[src/rtl/i2c_rs_pkg.sv]
package i2c_rs_pkg;

    localparam int BYTE_W  = 8;
    localparam int BIT_CW  = 4;
    localparam logic [BYTE_W-1:0] FILL_BYTE = '1;
    localparam logic [BIT_CW-1:0] BITS_PER_BYTE = BIT_CW'(BYTE_W);

    typedef enum logic [2:0] {
        ST_IDLE,
        ST_ADDR,
        ST_AACK,
        ST_PTR,
        ST_PACK,
        ST_TX,
        ST_TACK,
        ST_WAIT
    } tgt_state_e;

    typedef struct packed {
        logic scl_rise;
        logic scl_fall;
        logic start;
        logic stop;
        logic sda;
    } bus_ev_t;

    typedef struct packed {
        logic [BYTE_W-1:0] data;
        logic              from_stream;
    } tx_src_t;

    function automatic logic is_stream_addr(input logic [BYTE_W-1:0] a);
        return a == '1;
    endfunction

endpackage

[src/rtl/i2c_rs_sync.sv]
module i2c_rs_sync
    import i2c_rs_pkg::*;
#(
    parameter int STAGES = 2
) (
    input  logic    clk,
    input  logic    rst,
    input  logic    scl_i,
    input  logic    sda_i,
    output bus_ev_t ev
);

    logic [STAGES-1:0] scl_pipe;
    logic [STAGES-1:0] sda_pipe;
    logic              scl_q;
    logic              sda_q;
    logic              scl_s;
    logic              sda_s;

    always_ff @(posedge clk) begin
        if (rst) begin
            scl_pipe <= '1;
            sda_pipe <= '1;
            scl_q    <= 1'b1;
            sda_q    <= 1'b1;
        end else begin
            scl_pipe <= {scl_pipe[STAGES-2:0], scl_i};
            sda_pipe <= {sda_pipe[STAGES-2:0], sda_i};
            scl_q    <= scl_s;
            sda_q    <= sda_s;
        end
    end

    assign scl_s = scl_pipe[STAGES-1];
    assign sda_s = sda_pipe[STAGES-1];

    always_comb begin
        ev.scl_rise = scl_s & ~scl_q;
        ev.scl_fall = ~scl_s & scl_q;
        ev.start    = scl_s & scl_q & sda_q & ~sda_s;
        ev.stop     = scl_s & scl_q & ~sda_q & sda_s;
        ev.sda      = sda_s;
    end

endmodule

[src/rtl/i2c_rs_ptr.sv]
module i2c_rs_ptr
    import i2c_rs_pkg::*;
(
    input  logic              clk,
    input  logic              rst,
    input  logic              load,
    input  logic [BYTE_W-1:0] load_val,
    input  logic              adv,
    output logic [BYTE_W-1:0] ptr
);

    localparam logic [BYTE_W-1:0] PTR_MAX = '1;

    logic [BYTE_W-1:0] ptr_q;

    always_ff @(posedge clk) begin
        if (rst) begin
            ptr_q <= PTR_MAX;
        end else if (load) begin
            ptr_q <= load_val;
        end else if (adv && ptr_q != PTR_MAX) begin
            ptr_q <= ptr_q + 1'b1;
        end
    end

    assign ptr = ptr_q;

    p_saturate_r5: assert property (@(posedge clk) disable iff (rst)
        (ptr_q == PTR_MAX && !load) |=> ptr_q == PTR_MAX);

    p_advance_r5: assert property (@(posedge clk) disable iff (rst)
        (adv && !load && ptr_q != PTR_MAX) |=> ptr_q == $past(ptr_q) + 1'b1);

    p_load_r2: assert property (@(posedge clk) disable iff (rst)
        load |=> ptr_q == $past(load_val));

endmodule

[src/rtl/i2c_rs_src.sv]
module i2c_rs_src
    import i2c_rs_pkg::*;
(
    input  logic [BYTE_W-1:0] ptr,
    input  logic [BYTE_W-1:0] reg_rdata,
    input  logic              strm_valid,
    input  logic [BYTE_W-1:0] strm_data,
    output tx_src_t           src
);

    always_comb begin
        if (!is_stream_addr(ptr)) begin
            src.data        = reg_rdata;
            src.from_stream = 1'b0;
        end else if (strm_valid) begin
            src.data        = strm_data;
            src.from_stream = 1'b1;
        end else begin
            src.data        = FILL_BYTE;
            src.from_stream = 1'b0;
        end
    end

endmodule

[src/rtl/i2c_rs_fsm.sv]
module i2c_rs_fsm
    import i2c_rs_pkg::*;
#(
    parameter logic [6:0] DEV_ADDR = 7'h42
) (
    input  logic              clk,
    input  logic              rst,
    input  bus_ev_t           ev,
    input  tx_src_t           src,
    output logic              sda_low,
    output logic              ptr_load,
    output logic [BYTE_W-1:0] ptr_val,
    output logic              ptr_adv,
    output logic              pop
);

    tgt_state_e        st_q;
    logic [BIT_CW-1:0] cnt_q;
    logic [BYTE_W-1:0] sh_q;
    logic              drive_q;
    logic              rw_q;
    logic              acked_q;
    logic              tx_strm_q;
    logic              quiet;
    logic              byte_in;

    assign quiet   = ~ev.start & ~ev.stop;
    assign byte_in = (cnt_q == BITS_PER_BYTE);

    always_ff @(posedge clk) begin
        if (rst) begin
            st_q      <= ST_IDLE;
            cnt_q     <= '0;
            sh_q      <= '0;
            drive_q   <= 1'b0;
            rw_q      <= 1'b0;
            acked_q   <= 1'b0;
            tx_strm_q <= 1'b0;
        end else if (ev.start) begin
            st_q    <= ST_ADDR;
            cnt_q   <= '0;
            drive_q <= 1'b0;
        end else if (ev.stop) begin
            st_q    <= ST_IDLE;
            drive_q <= 1'b0;
        end else begin
            unique case (st_q)
                ST_ADDR, ST_PTR: begin
                    if (ev.scl_rise && !byte_in) begin
                        sh_q  <= {sh_q[BYTE_W-2:0], ev.sda};
                        cnt_q <= cnt_q + 1'b1;
                    end else if (ev.scl_fall && byte_in) begin
                        if (st_q == ST_PTR) begin
                            st_q    <= ST_PACK;
                            drive_q <= 1'b1;
                        end else if (sh_q[BYTE_W-1:1] == DEV_ADDR) begin
                            st_q    <= ST_AACK;
                            rw_q    <= sh_q[0];
                            drive_q <= 1'b1;
                        end else begin
                            st_q    <= ST_WAIT;
                            drive_q <= 1'b0;
                        end
                    end
                end
                ST_AACK: begin
                    if (ev.scl_fall) begin
                        cnt_q <= '0;
                        if (rw_q) begin
                            st_q      <= ST_TX;
                            sh_q      <= src.data;
                            tx_strm_q <= src.from_stream;
                            drive_q   <= ~src.data[BYTE_W-1];
                        end else begin
                            st_q    <= ST_PTR;
                            drive_q <= 1'b0;
                        end
                    end
                end
                ST_PACK: begin
                    if (ev.scl_fall) begin
                        st_q    <= ST_WAIT;
                        drive_q <= 1'b0;
                    end
                end
                ST_TX: begin
                    if (ev.scl_fall) begin
                        if (cnt_q == BITS_PER_BYTE - 1'b1) begin
                            st_q    <= ST_TACK;
                            drive_q <= 1'b0;
                        end else begin
                            sh_q    <= {sh_q[BYTE_W-2:0], 1'b0};
                            drive_q <= ~sh_q[BYTE_W-2];
                            cnt_q   <= cnt_q + 1'b1;
                        end
                    end
                end
                ST_TACK: begin
                    if (ev.scl_rise) begin
                        acked_q <= ~ev.sda;
                    end else if (ev.scl_fall) begin
                        cnt_q <= '0;
                        if (acked_q) begin
                            st_q      <= ST_TX;
                            sh_q      <= src.data;
                            tx_strm_q <= src.from_stream;
                            drive_q   <= ~src.data[BYTE_W-1];
                        end else begin
                            st_q    <= ST_WAIT;
                            drive_q <= 1'b0;
                        end
                    end
                end
                default: begin
                    drive_q <= 1'b0;
                end
            endcase
        end
    end

    assign sda_low  = drive_q;
    assign ptr_load = quiet && st_q == ST_PTR && ev.scl_fall && byte_in;
    assign ptr_val  = sh_q;
    assign ptr_adv  = quiet && st_q == ST_TACK && ev.scl_rise;
    assign pop      = ptr_adv && tx_strm_q;

    p_released_when_idle_r4: assert property (@(posedge clk) disable iff (rst)
        (st_q == ST_IDLE || st_q == ST_WAIT) |-> !drive_q);

    p_start_restarts_r10: assert property (@(posedge clk) disable iff (rst)
        ev.start |=> (st_q == ST_ADDR && cnt_q == '0));

    p_stop_idles_r10: assert property (@(posedge clk) disable iff (rst)
        (ev.stop && !ev.start) |=> st_q == ST_IDLE);

    p_ack_after_match_r1: assert property (@(posedge clk) disable iff (rst)
        (st_q == ST_AACK) |-> drive_q);

endmodule

[src/rtl/i2c_regstream_target.sv]
module i2c_regstream_target
    import i2c_rs_pkg::*;
#(
    parameter logic [6:0] DEV_ADDR    = 7'h42,
    parameter int         SYNC_STAGES = 2
) (
    input  logic       clk,
    input  logic       rst,
    input  logic       scl_i,
    input  logic       sda_i,
    output logic       sda_drive_low,
    output logic [7:0] reg_addr,
    input  logic [7:0] reg_rdata,
    input  logic       strm_valid,
    input  logic [7:0] strm_data,
    output logic       strm_pop
);

    bus_ev_t           ev;
    tx_src_t           src;
    logic              ptr_load;
    logic [BYTE_W-1:0] ptr_val;
    logic              ptr_adv;
    logic [BYTE_W-1:0] ptr;

    i2c_rs_sync #(.STAGES(SYNC_STAGES)) u_sync (
        .clk   (clk),
        .rst   (rst),
        .scl_i (scl_i),
        .sda_i (sda_i),
        .ev    (ev)
    );

    i2c_rs_ptr u_ptr (
        .clk      (clk),
        .rst      (rst),
        .load     (ptr_load),
        .load_val (ptr_val),
        .adv      (ptr_adv),
        .ptr      (ptr)
    );

    i2c_rs_src u_src (
        .ptr        (ptr),
        .reg_rdata  (reg_rdata),
        .strm_valid (strm_valid),
        .strm_data  (strm_data),
        .src        (src)
    );

    i2c_rs_fsm #(.DEV_ADDR(DEV_ADDR)) u_fsm (
        .clk      (clk),
        .rst      (rst),
        .ev       (ev),
        .src      (src),
        .sda_low  (sda_drive_low),
        .ptr_load (ptr_load),
        .ptr_val  (ptr_val),
        .ptr_adv  (ptr_adv),
        .pop      (strm_pop)
    );

    assign reg_addr = ptr;

    p_pop_needs_data_r8: assert property (@(posedge clk) disable iff (rst)
        strm_pop |-> strm_valid);

    p_pop_single_r9: assert property (@(posedge clk) disable iff (rst)
        strm_pop |=> !strm_pop);

    p_pop_at_stream_r9: assert property (@(posedge clk) disable iff (rst)
        strm_pop |-> reg_addr == 8'hFF);

endmodule

[config.mk]
export PLATFORM = sky130hd
export DESIGN_NAME = i2c_regstream_target
export DESIGN_NICKNAME = d
export VERILOG_FILES = /design/src/rtl/i2c_rs_pkg.sv /design/src/rtl/i2c_rs_sync.sv /design/src/rtl/i2c_rs_ptr.sv /design/src/rtl/i2c_rs_src.sv /design/src/rtl/i2c_rs_fsm.sv /design/src/rtl/i2c_regstream_target.sv
export SDC_FILE = /design/constraint.sdc
export NUM_CORES = 1
export LEC_CHECK = 0
export ABC_AREA = 1
export BUFFER_PORTS_ARGS = -buffer_cell sky130_fd_sc_hd__buf_2
export CORE_UTILIZATION = 56
export DETAILED_ROUTE_END_ITERATION = 12
export GPL_TIMING_DRIVEN = 0
export PLACE_DENSITY = 0.81
export SLEW_MARGIN = 20
export SYNTH_ARGS = -nofsm -noshare
export SYNTH_HDL_FRONTEND = slang
export SYNTH_SLANG_ARGS = --single-unit
export TNS_END_PERCENT = 50
[constraint.sdc]
create_clock -name clk -period 2.1 [get_ports clk]
set_clock_uncertainty 0.1 [all_clocks]
set_input_delay 0.21 -clock clk [delete_from_list [all_inputs] [get_ports clk]]
set_output_delay 0.21 -clock clk [all_outputs]
set_load 0.02 [all_outputs]
==> flow_metrics.tcl, run 1 <==
set metrics [dict create \
    place.gp.congestion 0.875 \
    yosysMostFrequentCell "nand2_1" \
    die_x_um 62.1 \
    setup_tns_ps 0 \
    drive_gt1_share_pct 17.3 \
    vias 2073 \
    period_needed_ps 1910 \
    first_pass_iters 4 \
    cts-buffers-inserted 5 \
    r2r_cells 10 \
    grtUsageTotal_pct 26.1 \
    cts_root_buffer "clkbuf_4" \
    grt_pass1_vias 1630 \
    synthTopCellsByCount "93 x nand2_1, 53 x nor2_1, 47 x inv_1" \
    synth_cells 331 \
    start_util_pct 59.6 \
    reg2reg_slack_ps 190 \
    postCtsSetupRepairBufs 0 \
    grt_max_degree 11 \
    syn2layout_area_growth_pct 14.6 \
    grt_antenna_before_repair 0 \
    yosysTopAreaCellShare_pct 32.7 \
    yosysWarnings 0 \
    period_share_pct 91.0 \
    end_kind "register" \
    synth_seq_cells 33 \
    die-area_um2 3850 \
    diodes 0 \
    clock.fmax_ghz 0.524 \
    tightest_slew_ps 448 \
    pre_cts_ws_ps 93.3 \
    cp.required_ps 2250 \
    path_clk_slew_ps 100 \
    slew_viol_final 0 \
    h-tree-depth 2 \
    synth_area_leaders "dfxtp_1 33%, nand2_1 17%, nor2_1 9.8%, inv_1 8.7%, o21ai_0 5.7%" \
    hold_path.class "in -> reg" \
    ios 31 \
    cp-start-kind "register" \
    grt_first_pass_wirelength_um 7110 \
    hold_ws_ps 85.2 \
    tritoncts "yes" \
    setup_viol 0 \
    die_y_um 62.1 \
    syn-cell-area_um2 2020 \
    status "finished, final reports clean" \
    powerDensity_nw_per_um2 1110 \
    final_hold_viol_count 0 \
    slew_headroom_pct 70.1 \
    post-dp-hpwl_um 3500 \
    fin_ws_ps 190 \
    ant_nets 0 \
    p_leak_nw 1.26 \
    async_flop_share_pct 0 \
    core-area_um2 3390 \
    cp_max_fo 10 \
    ys_types 26 \
    drv.max_cap_violation_count 0 \
    nets 394 \
    port_buffers 30 \
    synth.largest_area_cell "dfxtp_1" \
    grt_overflow 0 \
    synthFlopType "dfxtp_1" \
    arrival_ps 2060 \
    first_iter_violations 134 \
    route.detailed.drc 0 \
    critical_path_class "reg -> reg" \
    holdPathStages 5 \
    wirelength_um 4630 \
    syn_nets 355 \
    rsz0062_at_grt "false" \
    synth_area_per_cell_um2 6.10 \
    rows 21 \
    ctsLongestPathBuffers 2 \
    clock_sinks 33 \
    clkLatencyLatePin_ps 340 \
    synth-edff-count 0 \
    peakVddDrop_mv 0.663 \
    wire_per_inst_um 11.1 \
    yosysSeqAreaShare_pct 32.7 \
    vias_per_cell 4.98 \
    fillCellCount 325 \
]
-- where the power goes --
part / internal [W] / switching [W] / total, W
Clock: 0.000158 / 0.000212 / 0.000370
Sequential: 0.000758 / 0.000105 / 0.000863
Combinational: 0.000478 / 0.000848 / 0.00133
-- registers in the layout, summed over array words and instances (netlist names), 2 cells and up --
name	flops
u_fsm.ptr_val	8
u_ptr.ptr	8
u_fsm.cnt_q	4
u_fsm.st_q	3
u_sync.scl_pipe	2
u_sync.sda_pipe	2
-- final timing paths --
path	start	end
max	u_ptr.ptr[0]	u_fsm.ptr_val[5]
min	strm_data[2]	u_fsm.ptr_val[2]
max reg2reg	u_ptr.ptr[0]	u_fsm.ptr_val[5]
min reg2reg	u_sync.sda_pipe[0]	u_sync.sda_pipe[1]
-- critical path, stage by stage, from the launching register on --
cell,delay [ps]
dfxtp_1,430
ha_1,190
nand2_1,140
nor2_4,180
nand2_4,120
nor2_2,120
inv_1,150
o21ai_0,190
nand2_1,70
nor2_1,90
nor2_1,40
-- layout make-up --
class	instances	area (um^2)	share of cell area, %
multi-input combinational	241	1140	49.2
sequential	33	661	28.5
inverter	51	193	8.32
timing repair buffer	32	170	7.35
tap	46	57.6	2.49
clock buffer	7	55.1	2.38
buffer	6	40.0	1.73
-- metrics by stage --
step                      power [W]  instance area (um^2)  std cells  util (%)
after floorplan             0.00192                  2020        331         -
after global placement      0.00217                  2230        407      65.7
after detailed placement    0.00219                  2230        407      65.7
after CTS                   0.00257                  2300        416      68.0
after global routing        0.00281                  2320        416      68.3
final                       0.00256                  2320        416      68.3
-- routing by layer --
metal / share of wire [%] / wire [um] / vias up / track usage [%]
li1: - / - / 1105 / -
met1: 49 / 2260 / 898 / 34.3
met4: 2.1 / 99 / 0 / 12.1
met5: 0 / 0 / - / 0
met2: 44 / 2040 / 62 / 39.5
met3: 4.8 / 224 / 8 / 7.45
-- cells by family after synthesis --
| logic type | synth area share [%] |
|---|---|
| AOI/OAI and AO/OA | 12.1 |
| xor gates and xnor gates | 2.17 |
| adders and majority gates | 1.86 |
| buffers and inverters | 11.5 |
| DFF | 32.7 |
| and+or+nand+nor | 39.6 |
-- what timing repair did --
item	CTS	global route
hold buffers	2	0
setup endpoints to repair	0	14
endpoints found under the hold margin	2	0
resized for setup	0	4
-- placed cells by master, fill, tap and decap left out, types with 2 or more instances in the layout --
cell type | synthesis | routed
a21oi_1 | 14 | 14
nor2_1 | 53 | 52
clkbuf_4 | 0 | 5
dfxtp_1 | 33 | 33
or2_2 | 7 | 7
ha_1 | 3 | 3
o211ai_1 | 2 | 2
buf_2 | 2 | 32
o21ai_1 | 2 | 3
o21ai_0 | 23 | 22
o2111ai_1 | 4 | 4
nor3_1 | 3 | 3
clkbuf_1 | 2 | 3
nand2_2 | 7 | 6
nand4_1 | 2 | 2
nand2_1 | 93 | 93
dlygate4sd3_1 | 0 | 2
nand3_1 | 16 | 16
buf_6 | 2 | 2
xor2_1 | 4 | 4
inv_1 | 47 | 47
nor2_2 | 4 | 4
inv_2 | 3 | 3
(Power assumes the default switching activity.)
==> inputs of run 2 (changes only) <==
==> constraint.sdc (replaced) <==
create_clock -name clk -period 2.1 [get_ports clk]
set_clock_uncertainty 0.1 [all_clocks]
set_input_delay 0 -clock clk [delete_from_list [all_inputs] [get_ports clk]]
set_output_delay 0 -clock clk [all_outputs]
set_load 0.02 [all_outputs]
==> run 2 against run 1 <==
  * Worst hold slack got worse by 60 ps
  * Total power grew 0.92%
  * Register-to-register slack about the same
  * Via count up 3.0%
  * Global-route usage up 1.2 points
  * Fmax grew 0.48%
  * Worst setup slack gained 9.1 ps
  * Combinational power is essentially flat
  * Cell count grew 3.1%
  * Critical endpoint is now u_fsm.ptr_val[0]
  * Highest routed layer unchanged
==> flow_metrics.tcl, run 2 (synthesis gave the netlist of run 1 again) <==
set metrics [dict create \
    status "finished, final reports clean" \
    place.gp.congestion 0.875 \
    setup_tns_ps 0 \
    design_area_um2 2450 \
    wirelength_um 4920 \
    powerDensity_nw_per_um2 1060 \
    cts-buffers-inserted 5 \
    cp.required_ps 2250 \
    met1_length_um 2340 \
    combPwrFrac_pct 52.2 \
    first_pass_iters 4 \
    p_clk_share_pct 14.4 \
    routed-wl-met3_um 218 \
    vias 2136 \
    slew_headroom_pct 71.0 \
    highest_layer "met4" \
    cp-start-kind "register" \
    period_share_pct 90.5 \
    crit_path_end "u_fsm.ptr_val[0]" \
    port_buffers 30 \
    grt_antenna_before_repair 0 \
    placed_cell_area_um2 2230 \
    period_needed_ps 1900 \
    end_kind "register" \
    wire_per_inst_um 11.5 \
    peakVddDrop_mv 0.684 \
    first_iter_violations 124 \
    cts_root_buffer "clkbuf_4" \
    rr_endpoint "u_fsm.ptr_val[0]" \
    ios 31 \
    swShare_pct 45.5 \
    cellInternalPower_w 0.00141 \
    hold_path.class "in -> reg" \
    h-tree-depth 2 \
    slew_viol_final 0 \
    fin_util_pct 72.2 \
    diodes 0 \
    ctsLongestPathBuffers 2 \
    route.detailed.drc 0 \
    final_common_cell "nand2_1" \
    grt_max_degree 11 \
    path_clk_slew_ps 100 \
    p_leak_nw 1.31 \
    start_util_pct 59.6 \
    fillCellCount 304 \
    wl_met2_um 2260 \
    power.switching_w 0.00117 \
    tightest_slew_ps 436 \
    drive_gt1_share_pct 16.7 \
    reg2reg_slack_ps 200 \
    core-area_um2 3390 \
    rows 21 \
    hold_ws_ps 25.1 \
    grtUsageTotal_pct 27.3 \
    pwr-share-seq_pct 33.4 \
    tritoncts "yes" \
    drv.max_cap_violation_count 0 \
    r2r-start "u_ptr.ptr[0]" \
    syn2layout_area_growth_pct 21.1 \
    die_y_um 62.1 \
    crit_start "u_ptr.ptr[0]" \
    nets 407 \
    vias_per_cell 4.98 \
    arrival_ps 2050 \
    post-dp-hpwl_um 3500 \
    cp_max_fo 10 \
    grt_overflow 0 \
    final_hold_viol_count 0 \
    die-area_um2 3850 \
    clkLatencyLatePin_ps 350 \
    clock_sinks 33 \
    ant_nets 0 \
    r2r_cells 10 \
    die_x_um 62.1 \
    grt_pass1_vias 1716 \
    critical_path_class "reg -> reg" \
    clock.fmax_ghz 0.526 \
    final_cell_mix "93 x nand2_1, 52 x nor2_1, 47 x inv_1, 33 x dfxtp_1, 32 x buf_2" \
    postCtsSetupRepairBufs 0 \
    rsz0062_at_grt "false" \
    grt_first_pass_wirelength_um 7450 \
    setup_viol 0 \
]
==> run 2: power by group through the flow <==
stage                     Sequential (W)  Clock [W]  Combinational (W)
after floorplan                 0.000852          0            0.00107
after global placement          0.000876          0            0.00129
after detailed placement        0.000876          0            0.00131
after CTS                       0.000862   0.000383            0.00134
after global routing            0.000880   0.000410            0.00154
final                           0.000864   0.000372            0.00135
==> run 2: repair_timing <==
item,in CTS,in global routing
hold buffers,15,0
endpoints found under the hold margin,21,0
gates resized for setup,0,3
setup endpoints to repair,0,14
==> run 2: cell type report <==
cell class / instances / area, um^2 / area share (%)
well taps: 46 / 57.6 / 2.35
multi-input cells: 241 / 1140 / 46.6
flip-flops and latches: 33 / 661 / 27.0
inverters: 51 / 193 / 7.88
plain buffers: 6 / 40.0 / 1.64
repair buffers: 45 / 300 / 12.3
clock buffers: 7 / 55.1 / 2.25
==> run 2: worst max-delay path, stage by stage, from the launching register on <==
cell	delay, ps
dfxtp_1	430
ha_1	190
nand2_1	140
nor2_4	180
nand2_4	120
nor2_2	120
inv_1	140
o21ai_0	190
nand2_1	70
nor2_1	80
nor2_1	40
==> run 2: worst min-delay path by stage <==
stage                 start            endpoint  slack (ps)  cells after the start
3_5_place_dp          scl_i  u_sync.scl_pipe[0]          90                      2
3_3_place_gp          scl_i  u_sync.scl_pipe[0]          80                      2
2_1_floorplan         scl_i  u_sync.scl_pipe[0]           4                      1
6_report       reg_rdata[1]    u_fsm.ptr_val[1]          30                      7
4_1_cts        reg_rdata[1]    u_fsm.ptr_val[1]           3                      7
5_1_grt        reg_rdata[2]    u_fsm.ptr_val[2]          60                      7
==> run 2: metal layers <==
| layer | vias up | GRT usage [%] |
|---|---|---|
| met5 | - | 0 |
| met4 | 0 | 12.1 |
| met3 | 9 | 7.45 |
| met2 | 59 | 43.0 |
| met1 | 935 | 34.8 |
| li1 | 1133 | - |
==> run 2: per-stage QoR <==
stage	std cells	total power, W	worst slack [ps]
2_1_floorplan	331	0.00192	290
3_3_place_gp	407	0.00217	107
3_5_place_dp	407	0.00219	93.3
4_1_cts	429	0.00259	59.6
5_1_grt	429	0.00283	22.7
6_report	429	0.00258	199
==> inputs of run 3 (changes only) <==
Settings changed: CORE_ASPECT_RATIO set to 1.4, CORE_MARGIN set to 3.
==> run 3 against run 2 <==
  * Die area is 14% higher
  * Worst setup slack gained 51 ps
  * Non-clock buffer count shrank 3
  * Clock power increased by 67%
==> flow_metrics.tcl, run 3 (synthesis gave the netlist of run 1 again) <==
set metrics [dict create \
    combPwrFrac_pct 47.5 \
    pwr-share-seq_pct 30.7 \
    routed-wl-met3_um 273 \
    placed_cell_area_um2 2220 \
    rr_endpoint "u_fsm.ptr_val[5]" \
    r2r-start "u_ptr.ptr[1]" \
    slew_headroom_pct 64.6 \
    tritoncts "yes" \
    final_common_cell "nand2_1" \
    cts_root_buffer "clkbuf_8" \
    critical_path_class "reg -> reg" \
    clock.fmax_ghz 0.541 \
    rows 25 \
    end_kind "register" \
    drive_gt1_share_pct 17.3 \
    port_buffers 30 \
    first_pass_iters 4 \
    vias_per_cell 5.14 \
    setup_tns_ps 0 \
    status "finished, final reports clean" \
    syn2layout_area_growth_pct 22.3 \
    final_hold_viol_count 0 \
    wirelength_um 5210 \
    die_y_um 77.1 \
    grt_max_degree 11 \
    cp_max_fo 10 \
    holdPathStages 7 \
    r2r_cells 10 \
    path_cells "ha_1 -> nand2_1 -> nor2_4 -> nand2_4 -> nor2_2 -> inv_1 -> o21ai_0 -> nand2_1 -> nor2_1 -> nor2_1" \
    core-area_um2 3410 \
    pre_cts_ws_ps 83.3 \
    p_clk_share_pct 21.8 \
    clock_sinks 33 \
    total_power_w 0.00285 \
    met1_length_um 2050 \
    worstHoldStart "reg_rdata[0]" \
    slew_viol_final 0 \
    postCtsSetupRepairBufs 0 \
    first_iter_violations 152 \
    fillCellCount 295 \
    period_needed_ps 1850 \
    period_share_pct 88.1 \
    powerDensity_nw_per_um2 1150 \
    die_x_um 56.8 \
    peakVddDrop_mv 0.971 \
    power.switching_w 0.00121 \
    cp.required_ps 2190 \
    wl_met2_um 2760 \
    hold_path.class "in -> reg" \
    regArea_um2 662 \
    tightest_slew_ps 532 \
    vias 2164 \
    hold_ws_ps 75.9 \
    multiInputGateArea_um2 1140 \
    design_area_um2 2470 \
    slowest_delay_ps 370 \
    reg2reg_slack_ps 250 \
    highest_layer "met4" \
    h-tree-depth 2 \
    route.detailed.drc 0 \
    grt_first_pass_wirelength_um 9020 \
    final_cell_mix "93 x nand2_1, 52 x nor2_1, 47 x inv_1, 32 x buf_2, 32 x dfxtp_1" \
    wire_per_inst_um 12.4 \
    start_util_pct 59.3 \
    min_to "u_fsm.ptr_val[0]" \
    arrival_ps 1940 \
    die-area_um2 4380 \
    grt_antenna_before_repair 0 \
    cpMaxStageDelayCell "dfxtp_1" \
    clkLatencyLatePin_ps 290 \
    post-dp-hpwl_um 3770 \
    place.gp.congestion 0.952 \
    ios 31 \
    grtUsageTotal_pct 25.8 \
    p_leak_nw 1.32 \
    nets 404 \
    ant_nets 0 \
    grt_overflow 0 \
    fin_ws_ps 250 \
    cellInternalPower_w 0.00163 \
    cts-buffers-inserted 5 \
    diodes 0 \
    rsz0062_at_grt "false" \
    setup_viol 0 \
    grt_pass1_vias 2138 \
    drv.max_cap_violation_count 0 \
    cp-start-kind "register" \
    ctsLongestPathBuffers 2 \
    path_clk_slew_ps 70 \
    swShare_pct 42.6 \
]
[run 3: cell types whose count changed in the layout (fill, tap and decap cells not counted)]
| cell | previous run | this run |
|---|---|---|
| clkbuf_4 | 5 | 0 |
| clkbuf_8 | 1 | 6 |
| dlygate4sd3_1 | 15 | 12 |
| bufinv_16 | 0 | 1 |
| dfxtp_1 | 33 | 32 |
| dfxtp_2 | 0 | 1 |
[run 3: power by group through the flow]
stage / Combinational, W / Clock (W) / Sequential [W]
after global routing: 0.00156 / 0.000657 / 0.000885
after global placement: 0.00129 / 0 / 0.000881
after CTS: 0.00134 / 0.000625 / 0.000871
final: 0.00135 / 0.000621 / 0.000874
after floorplan: 0.00107 / 0 / 0.000852
after detailed placement: 0.00131 / 0 / 0.000885
[run 3: area by class of cell]
cell class	instances	share of cell area, %
multi-input cells	241	46.1
flip-flops and latches	33	26.8
repair buffers	42	10.9
inverters	51	7.80
clock buffers	7	3.49
well taps	40	2.03
plain buffers	6	1.62
clock inverters	1	1.22
[run 3: worst max-delay path, delay by kind of cell, from the launching register on]
family	cells	cell delay (ps)
adder cells (fa/ha/maj)	1	180
AO/OA/AOI/OAI	1	190
flip-flops	1	370
AND/OR/NAND/NOR	7	770
buffers and inverters	1	130
[run 3: layer usage]
| layer | global-route usage, % | vias up |
|---|---|---|
| li1 | - | 1122 |
| met1 | 27.0 | 965 |
| met2 | 48.5 | 65 |
| met3 | 5.39 | 12 |
| met4 | 10.7 | 0 |
| met5 | 0 | - |
[run 3: worst max-delay path by stage]
stage | start | endpoint | slack [ps]
after global routing | u_ptr.ptr[1] | u_fsm.ptr_val[4] | 30
after global placement | u_ptr.ptr[0] | u_fsm.ptr_val[0] | 150
final | u_ptr.ptr[1] | u_fsm.ptr_val[5] | 250
after CTS | u_ptr.ptr[0] | u_fsm.ptr_val[5] | 60
after floorplan | u_ptr.ptr[0] | u_fsm.ptr_val[0] | 290
after detailed placement | u_ptr.ptr[0] | u_fsm.ptr_val[5] | 80
[run 3: through the flow]
step | instances | utilization [%]
6_report | 421 | 72.5
2_1_floorplan | 331 | -
5_1_grt | 421 | 72.5
3_5_place_dp | 401 | 65.1
3_3_place_gp | 401 | 65.1
4_1_cts | 421 | 72.1
[run 3: timing repair]
item,4_1_cts,5_1_grt
endpoints found under the setup margin,0,14
hold endpoints to repair,12,0
resized for setup,0,4
hold buffers,12,0
